## config.mk

```make
export PLATFORM = sky130hd
export DESIGN_NAME = sdiv_regblock
export DESIGN_NICKNAME = d
export VERILOG_FILES = /design/src/rtl/sdiv_pkg.sv /design/src/rtl/sdiv_opregs.sv /design/src/rtl/sdiv_core.sv /design/src/rtl/sdiv_regblock.sv
export SDC_FILE = /design/constraint.sdc
export NUM_CORES = 2
export LEC_CHECK = 0
export BUFFER_PORTS_ARGS = -buffer_cell sky130_fd_sc_hd__buf_2
export CORE_ASPECT_RATIO = 0.5
export CORE_UTILIZATION = 50
export CTS_BUF_LIST = sky130_fd_sc_hd__clkbuf_4 sky130_fd_sc_hd__clkbuf_8
export DETAILED_ROUTE_END_ITERATION = 10
export GPL_ROUTABILITY_DRIVEN = 1
export GPL_TIMING_DRIVEN = 0
export PLACE_DENSITY = 0.72
export SLEW_MARGIN = 0
export SYNTH_ARGS = -nofsm -noshare
export SYNTH_HDL_FRONTEND = slang
export SYNTH_SLANG_ARGS = --single-unit
```

## constraint.sdc

```tcl
create_clock -name clk -period 17.6 [get_ports clk]
set_input_delay 0 -clock clk [delete_from_list [all_inputs] [get_ports clk]]
set_output_delay 0 -clock clk [all_outputs]
set_load 0.1 [all_outputs]
```

## src/rtl/sdiv_pkg.sv

```systemverilog
`timescale 1ns/1ps
package sdiv_pkg;
  typedef enum logic [1:0] {
    MD_S32     = 2'd0,
    MD_S64_32  = 2'd1,
    MD_S64_64A = 2'd2,
    MD_S64_64B = 2'd3
  } mode_e;

  localparam logic [1:0] SZ_B = 2'd0;
  localparam logic [1:0] SZ_H = 2'd1;
  localparam logic [1:0] SZ_W = 2'd2;
endpackage

```

## src/rtl/sdiv_opregs.sv

```systemverilog
`timescale 1ns/1ps
module sdiv_opregs #(
  parameter int DW = 32,
  parameter int NW = 4
) (
  input  logic                  clk,
  input  logic                  rst,
  input  logic                  we,
  input  logic [$clog2(NW)-1:0] widx,
  input  logic [DW-1:0]         wdata,
  input  logic [$clog2(NW)-1:0] ridx,
  output logic [DW-1:0]         rword,
  output logic [2*DW-1:0]       num,
  output logic [2*DW-1:0]       den
);
  logic [DW-1:0] words [NW];

  generate
    for (genvar g = 0; g < NW; g++) begin : g_word
      always_ff @(posedge clk) begin
        if (rst)                         words[g] <= '0;
        else if (we && widx == g[$clog2(NW)-1:0]) words[g] <= wdata;
      end
    end
  endgenerate

  assign rword = words[ridx];
  assign num   = {words[1], words[0]};
  assign den   = {words[3], words[2]};
endmodule

```

## src/rtl/sdiv_core.sv

```systemverilog
`timescale 1ns/1ps
module sdiv_core import sdiv_pkg::*; #(
  parameter int W   = 64,
  parameter int BPC = 2
) (
  input  logic         clk,
  input  logic         rst,
  input  logic         start,
  input  mode_e        mode,
  input  logic [W-1:0] num,
  input  logic [W-1:0] den,
  output logic         done,
  output logic [W-1:0] quo,
  output logic [W-1:0] rem,
  output logic         dz
);
  localparam int HALF = W / 2;
  localparam int SW   = $clog2(W / BPC + 1);

  logic [W-1:0]  n_eff, d_eff, mag_n, mag_d;
  logic          short_op;
  logic [W-1:0]  sh_q, dvs, nq;
  logic [W:0]    sh_r, nr;
  logic          neg_n, neg_d, zero_d, run;
  logic [SW-1:0] steps;

  always_comb begin
    short_op = (mode == MD_S32);
    n_eff = short_op ? {{HALF{num[HALF-1]}}, num[HALF-1:0]} : num;
    d_eff = (mode == MD_S32 || mode == MD_S64_32) ?
            {{HALF{den[HALF-1]}}, den[HALF-1:0]} : den;
    mag_n = n_eff[W-1] ? -n_eff : n_eff;
    mag_d = d_eff[W-1] ? -d_eff : d_eff;
  end

  // BPC restoring steps per clock
  always_comb begin
    logic [W:0] t;
    nq = sh_q;
    nr = sh_r;
    for (int i = 0; i < BPC; i++) begin
      t  = {nr[W-1:0], nq[W-1]};
      nq = {nq[W-2:0], 1'b0};
      if (t >= {1'b0, dvs}) begin
        t     = t - {1'b0, dvs};
        nq[0] = 1'b1;
      end
      nr = t;
    end
  end

  always_ff @(posedge clk) begin
    if (rst) begin
      sh_q <= '0; sh_r <= '0; dvs <= '0;
      neg_n <= 1'b0; neg_d <= 1'b0; zero_d <= 1'b0;
      steps <= '0; run <= 1'b0; done <= 1'b0;
    end else if (start) begin
      sh_r   <= '0;
      sh_q   <= short_op ? {mag_n[HALF-1:0], {HALF{1'b0}}} : mag_n;
      dvs    <= mag_d;
      neg_n  <= n_eff[W-1];
      neg_d  <= d_eff[W-1];
      zero_d <= (d_eff == '0);
      steps  <= short_op ? SW'(HALF / BPC) : SW'(W / BPC);
      run    <= 1'b1;
      done   <= 1'b0;
    end else if (run) begin
      sh_q  <= nq;
      sh_r  <= nr;
      steps <= steps - 1'b1;
      if (steps == SW'(1)) begin
        run  <= 1'b0;
        done <= 1'b1;
      end
    end
  end

  // With a zero divisor every step subtracts nothing, so the partial
  // remainder ends up holding the numerator magnitude.
  always_comb begin
    if (zero_d) quo = neg_n ? W'(1) : '1;
    else        quo = (neg_n ^ neg_d) ? -sh_q : sh_q;
    rem = neg_n ? -sh_r[W-1:0] : sh_r[W-1:0];
    dz  = zero_d;
  end


  dz_quo_chk: assert property (@(posedge clk) disable iff (rst)
    (done && dz) |-> (quo == W'(1) || quo == '1));

  done_idle_chk: assert property (@(posedge clk) disable iff (rst)
    done |-> !run);
endmodule

```

## src/rtl/sdiv_regblock.sv

```systemverilog
`timescale 1ns/1ps
module sdiv_regblock import sdiv_pkg::*; #(
  parameter int ADDR_W    = 6,
  parameter int LAT_SHORT = 34,
  parameter int LAT_LONG  = 68,
  parameter int BPC       = 2
) (
  input  logic              clk,
  input  logic              rst,
  input  logic              bus_wr,
  input  logic              bus_rd,
  input  logic [1:0]        bus_size,
  input  logic [ADDR_W-1:0] bus_addr,
  input  logic [31:0]       bus_wdata,
  output logic [31:0]       bus_rdata
);
  localparam int DW = 32;
  localparam int W  = 2 * DW;
  localparam int CW = $clog2(LAT_LONG + 1);
  localparam int IW = ADDR_W - 2;

  logic [IW-1:0] widx;
  logic          ctrl_zone, ctrl_ok, word_ok, start, op_we;
  mode_e         mode_q, new_mode;
  logic          busy_q, dz_q;
  logic [CW-1:0] cnt;
  logic [W-1:0]  q_q, r_q, num, den, core_q, core_r;
  logic          core_done, core_dz;
  logic [DW-1:0] op_word, rd_mux;

  always_comb begin
    widx      = bus_addr[ADDR_W-1:2];
    ctrl_zone = (widx == '0);
    ctrl_ok   = ctrl_zone && bus_addr[1:0] == 2'b00 && bus_size == SZ_H;
    word_ok   = bus_size == SZ_W && bus_addr[1:0] == 2'b00;
    start     = bus_wr && ctrl_ok;
    op_we     = bus_wr && word_ok && widx >= IW'(4) && widx <= IW'(7);
    new_mode  = mode_e'(bus_wdata[1:0]);
  end

  sdiv_opregs #(.DW(DW), .NW(4)) u_ops (
    .clk(clk), .rst(rst), .we(op_we), .widx(widx[1:0]), .wdata(bus_wdata),
    .ridx(widx[1:0]), .rword(op_word), .num(num), .den(den)
  );

  sdiv_core #(.W(W), .BPC(BPC)) u_core (
    .clk(clk), .rst(rst), .start(start), .mode(new_mode), .num(num), .den(den),
    .done(core_done), .quo(core_q), .rem(core_r), .dz(core_dz)
  );

  always_ff @(posedge clk) begin
    if (rst) begin
      mode_q <= MD_S32; busy_q <= 1'b0; dz_q <= 1'b0;
      cnt <= '0; q_q <= '0; r_q <= '0;
    end else if (start) begin
      mode_q <= new_mode;
      busy_q <= 1'b1;
      dz_q   <= 1'b0;
      q_q    <= '0;
      r_q    <= '0;
      cnt    <= (new_mode == MD_S32) ? CW'(LAT_SHORT - 1) : CW'(LAT_LONG - 1);
    end else if (busy_q) begin
      if (cnt == '0) begin
        busy_q <= 1'b0;
        q_q    <= core_q;
        r_q    <= core_r;
        dz_q   <= core_dz;
      end else begin
        cnt <= cnt - 1'b1;
      end
    end
  end

  always_comb begin
    rd_mux = '0;
    if (ctrl_ok) rd_mux = {16'h0, busy_q, dz_q, 12'h0, mode_q};
    else if (word_ok) begin
      case (widx)
        IW'(4), IW'(5), IW'(6), IW'(7): rd_mux = op_word;
        IW'(8):  rd_mux = q_q[DW-1:0];
        IW'(9):  rd_mux = q_q[W-1:DW];
        IW'(10): rd_mux = r_q[DW-1:0];
        IW'(11): rd_mux = r_q[W-1:DW];
        default: rd_mux = '0;
      endcase
    end
  end

  always_ff @(posedge clk) begin
    if (rst)         bus_rdata <= '0;
    else if (bus_rd) bus_rdata <= rd_mux;
  end


  start_busy_chk: assert property (@(posedge clk) disable iff (rst)
    start |=> (busy_q && !dz_q));

  busy_zero_chk: assert property (@(posedge clk) disable iff (rst)
    busy_q |-> (q_q == '0 && r_q == '0));

  core_ready_chk: assert property (@(posedge clk) disable iff (rst)
    (busy_q && cnt == '0 && !start) |-> core_done);

  dz_idle_chk: assert property (@(posedge clk) disable iff (rst)
    dz_q |-> !busy_q);

  ignore_ctrl_chk: assert property (@(posedge clk) disable iff (rst)
    (bus_wr && ctrl_zone && !ctrl_ok && !busy_q) |=> (!busy_q && $stable(mode_q)));
endmodule

```

==> metrics.cfg <==
[setup_path]
cp_slowest_stage_delay_ns = 1.03
cp-start-kind = flop
r2r-start = u_core.sh_r[13]$_SDFFE_PP0P_
cpMostUsedCell = nand2_1
crit_arrival_ns = 10.90
path_delay_family = compound AO/OA/AOI/OAI gates
slowest_stage = buf_1
cp_data_required_time_ns = 18.32
crit_path_end_kind = flop
worst-path-max-fanout = 10
crit_buf_inv = 5
setup.worst_path.class = flop to flop
ff2ff_path_depth = 27
r2r_slack_ns = 7.41
rr_endpoint = u_core.sh_r[63]$_SDFFE_PP0P_

[routing]
routed_wl_mm = 173
num_vias = 39000
antenna_left = 0
dr.pass1.iters = 8
post-route-drc-count = 0
detail_route.wl_per_cell_microns = 29.9
drt_iter0_drc = 6251
vias_per_cell = 6.75

[grt]
antenna_found_initial = 6
grt_overflow = 0
grt_pass1_wl_mm = 245
grt_pass1_vias = 35500
grt_use_total_pct = 45.8
grt_max_degree = 32

[sta]
hold_viol = 0
skew_ns = 0.0639
fmax_mhz = 98.1
fin_crit_ns = 10.19
holdWs_ns = 0.0627
slew_viol_final = 0
rsz0062_at_grt = false
fin_setup_tns_ns = 0
min_period_over_period_pct = 57.9
worst_pin_slew_ns = 1.39
slew_headroom_pct = 7.64
finalSetupViolCount = 0

[clocking]
cts.sinks = 501
cts_hold_buf = 37
clock_latency_ns = 0.79
cts.htree.levels = 3
numCtsBuffers = 79
tritoncts = built
path_clk_slew_ns = 0.07
cts_setup_buffers = 0
cts-root-buf = clkbuf_8
cts_max_path_buffers = 3
cts_resized = 0

[power_and_ir_drop]
power_frac_seq_pct = 35.6
netSwitchingFraction_pct = 36.7
p_leak_nw = 15.3
combPwrFrac_pct = 30.3
vdd_drop_max_mv = 0.0618
cellPowerDensity_nw_per_um2 = 86.8
p_int_mw = 2.21
clockPowerShare_pct = 34.1
switching_power_mw = 1.28

[hold_path]
min_to = u_ops.words[1][7]$_SDFFCE_PN0P_
min_path_type = primary input to flop
hold_start = bus_wdata[7]
min_path_cells = 3

[synth]
netlist_instances = 4563
synth_edf_count = 128
synth_top_area_cell = dfxtp_1
yosysSeqAreaShare_pct = 31.2
netlist_top_cells_count = nand2_1, a21oi_1, nor2_1
yosysTopAreaCellShare_pct = 20.6
yosysMostFrequentCell = nand2_1
synth_fp_nets = 4745
synth_area_leaders = dfxtp_1, edfxtp_1, a21oi_1, ha_1, nand2_1
dominantRegCellSynth = dfxtp_1
async_reset_ff_share_pct = 0
syn_area_per_cell_sq_um = 7.95
synth_cell_types = 94
synth_seq_cells = 501
netlist_area_sq_um = 36300
yosys_warnings = 0

[final_layout]
fill_cells = 6753
regArea_sq_um = 11300
nets = 4942
final_util_pct = 56.2
drive_gt1_share_pct = 6.58
multi_input_area_sq_um = 23200
area_delta_synth_final_pct = 10.7

[floorplan]
die-width_microns = 383
ios = 76
rows = 69
core_sq_um = 71400
dieArea_sq_um = 73700
start_util_pct = 50.8
fp.dieH_microns = 192

[job]
max_cap_violations = 0

[placed_design]
gp_congestion = 1.05
dp_hpwl_mm = 137
portBuffers = 74

[status]
status = finished, final reports clean

[worst max-delay path by stage]
| stage | start | to | slack [ns] | depth (start not counted) |
|---|---|---|---|---|
| after floorplan | u_core.sh_r[38]$_SDFFE_PP0P_ | u_core.sh_r[31]$_SDFFE_PP0P_ | 11.42 | 27 |
| after global placement | u_core.sh_r[13]$_SDFFE_PP0P_ | u_core.sh_r[1]$_SDFFE_PP0P_ | 7.90 | 25 |
| after detailed placement | u_core.sh_r[13]$_SDFFE_PP0P_ | u_core.sh_r[44]$_SDFFE_PP0P_ | 7.86 | 26 |
| after CTS | u_core.sh_r[13]$_SDFFE_PP0P_ | u_core.sh_r[1]$_SDFFE_PP0P_ | 7.86 | 25 |
| after global routing | u_core.sh_r[13]$_SDFFE_PP0P_ | u_core.sh_r[63]$_SDFFE_PP0P_ | 7.17 | 27 |
| final | u_core.sh_r[13]$_SDFFE_PP0P_ | u_core.sh_r[63]$_SDFFE_PP0P_ | 7.41 | 27 |
[registers in the layout (all words and copies together), names as in the netlist, 2 cells and up]
signal        flops
q_q              64
r_q              64
u_core.dvs       64
bus_rdata        32
cnt               7
u_ops.words     128
u_core.sh_q      64
u_core.sh_r      64
u_core.steps      6
mode_q            2
[routing by layer]
metal	routed length, microns	vias up	GRT usage (%)
met1	68800	18800	61.5
met2	69000	2695	65.4
li1	-	17100	-
met3	26800	463	16.9
met5	0	-	0
met4	8580	0	20.1
[worst min-delay path: stages]
cell and delay (ns):
dlygate4sd3_1 0.52, buf_2 0.12, and2_1 0.11
[power groups by stage]
| stage | clock network (mW) | logic, mW | registers, mW |
|---|---|---|---|
| final | 1.19 | 1.06 | 1.24 |
| after global routing | 1.23 | 1.11 | 1.24 |
| after CTS | 1.18 | 1.02 | 1.23 |
| after detailed placement | 0 | 1.00 | 1.26 |
| after global placement | 0 | 0.994 | 1.26 |
| after floorplan | 0 | 0.710 | 1.24 |
[cells by family after synthesis]
family,share of synthesized area (%)
adders and majority gates,4.80
and+or+nand+nor,19.6
muxes,5.46
buffers and inverters,4.85
xor gates and xnor gates,7.95
AOI/OAI and AO/OA,26.2
DFF,31.2
[cells in the final DEF (no fill, tap or decap), types with 22 or more instances in the layout]
| cell type | instances |
|---|---|
| edfxtp_1 | 128 |
| inv_1 | 123 |
| clkbuf_8 | 90 |
| ha_1 | 136 |
| o21ai_0 | 334 |
| nor2_1 | 384 |
| nand4_1 | 53 |
| a21oi_1 | 440 |
| a31oi_1 | 78 |
| o41ai_1 | 30 |
| clkbuf_1 | 296 |
| nor4_1 | 50 |
| dfxtp_1 | 373 |
| nor3_1 | 84 |
| mux2i_1 | 110 |
| a21o_1 | 86 |
| mux4_2 | 32 |
| dlygate4sd3_1 | 37 |
| a22oi_1 | 79 |
| and2_1 | 146 |
| or4_1 | 38 |
| nand2b_1 | 33 |
| o31ai_1 | 51 |
| a211oi_1 | 160 |
| or3_1 | 53 |
| nand3_1 | 73 |
| nand2_1 | 453 |
| o21bai_1 | 22 |
| xnor2_1 | 139 |
| o211ai_1 | 45 |
| o21a_1 | 24 |
| buf_1 | 36 |
| buf_2 | 79 |
| xor2_1 | 190 |
[cell type report]
| class | count | area share [%] |
|---|---|---|
| antenna | 4 | 0.0249 |
| multi-input combinational | 3597 | 57.9 |
| clock inverter | 31 | 1.01 |
| clock buffer | 107 | 3.41 |
| timing repair buffer | 116 | 2.07 |
| inverter | 126 | 1.18 |
| buffer | 339 | 3.21 |
| sequential | 501 | 28.2 |
| tap | 958 | 2.99 |
[per-stage QoR]
| stage | power, mW | area [sq um] | std cells | worst slack (ns) |
|---|---|---|---|---|
| after floorplan | 1.95 | 36300 | 4563 | 11.42 |
| after global placement | 2.25 | 37800 | 5595 | 7.90 |
| after detailed placement | 2.26 | 38000 | 5600 | 7.86 |
| after CTS | 3.43 | 40100 | 5775 | 7.86 |
| after global routing | 3.58 | 40100 | 5775 | 7.17 |
| final | 3.48 | 40100 | 5779 | 7.41 |
No activity file was read; power rests on OpenSTA's default activity.
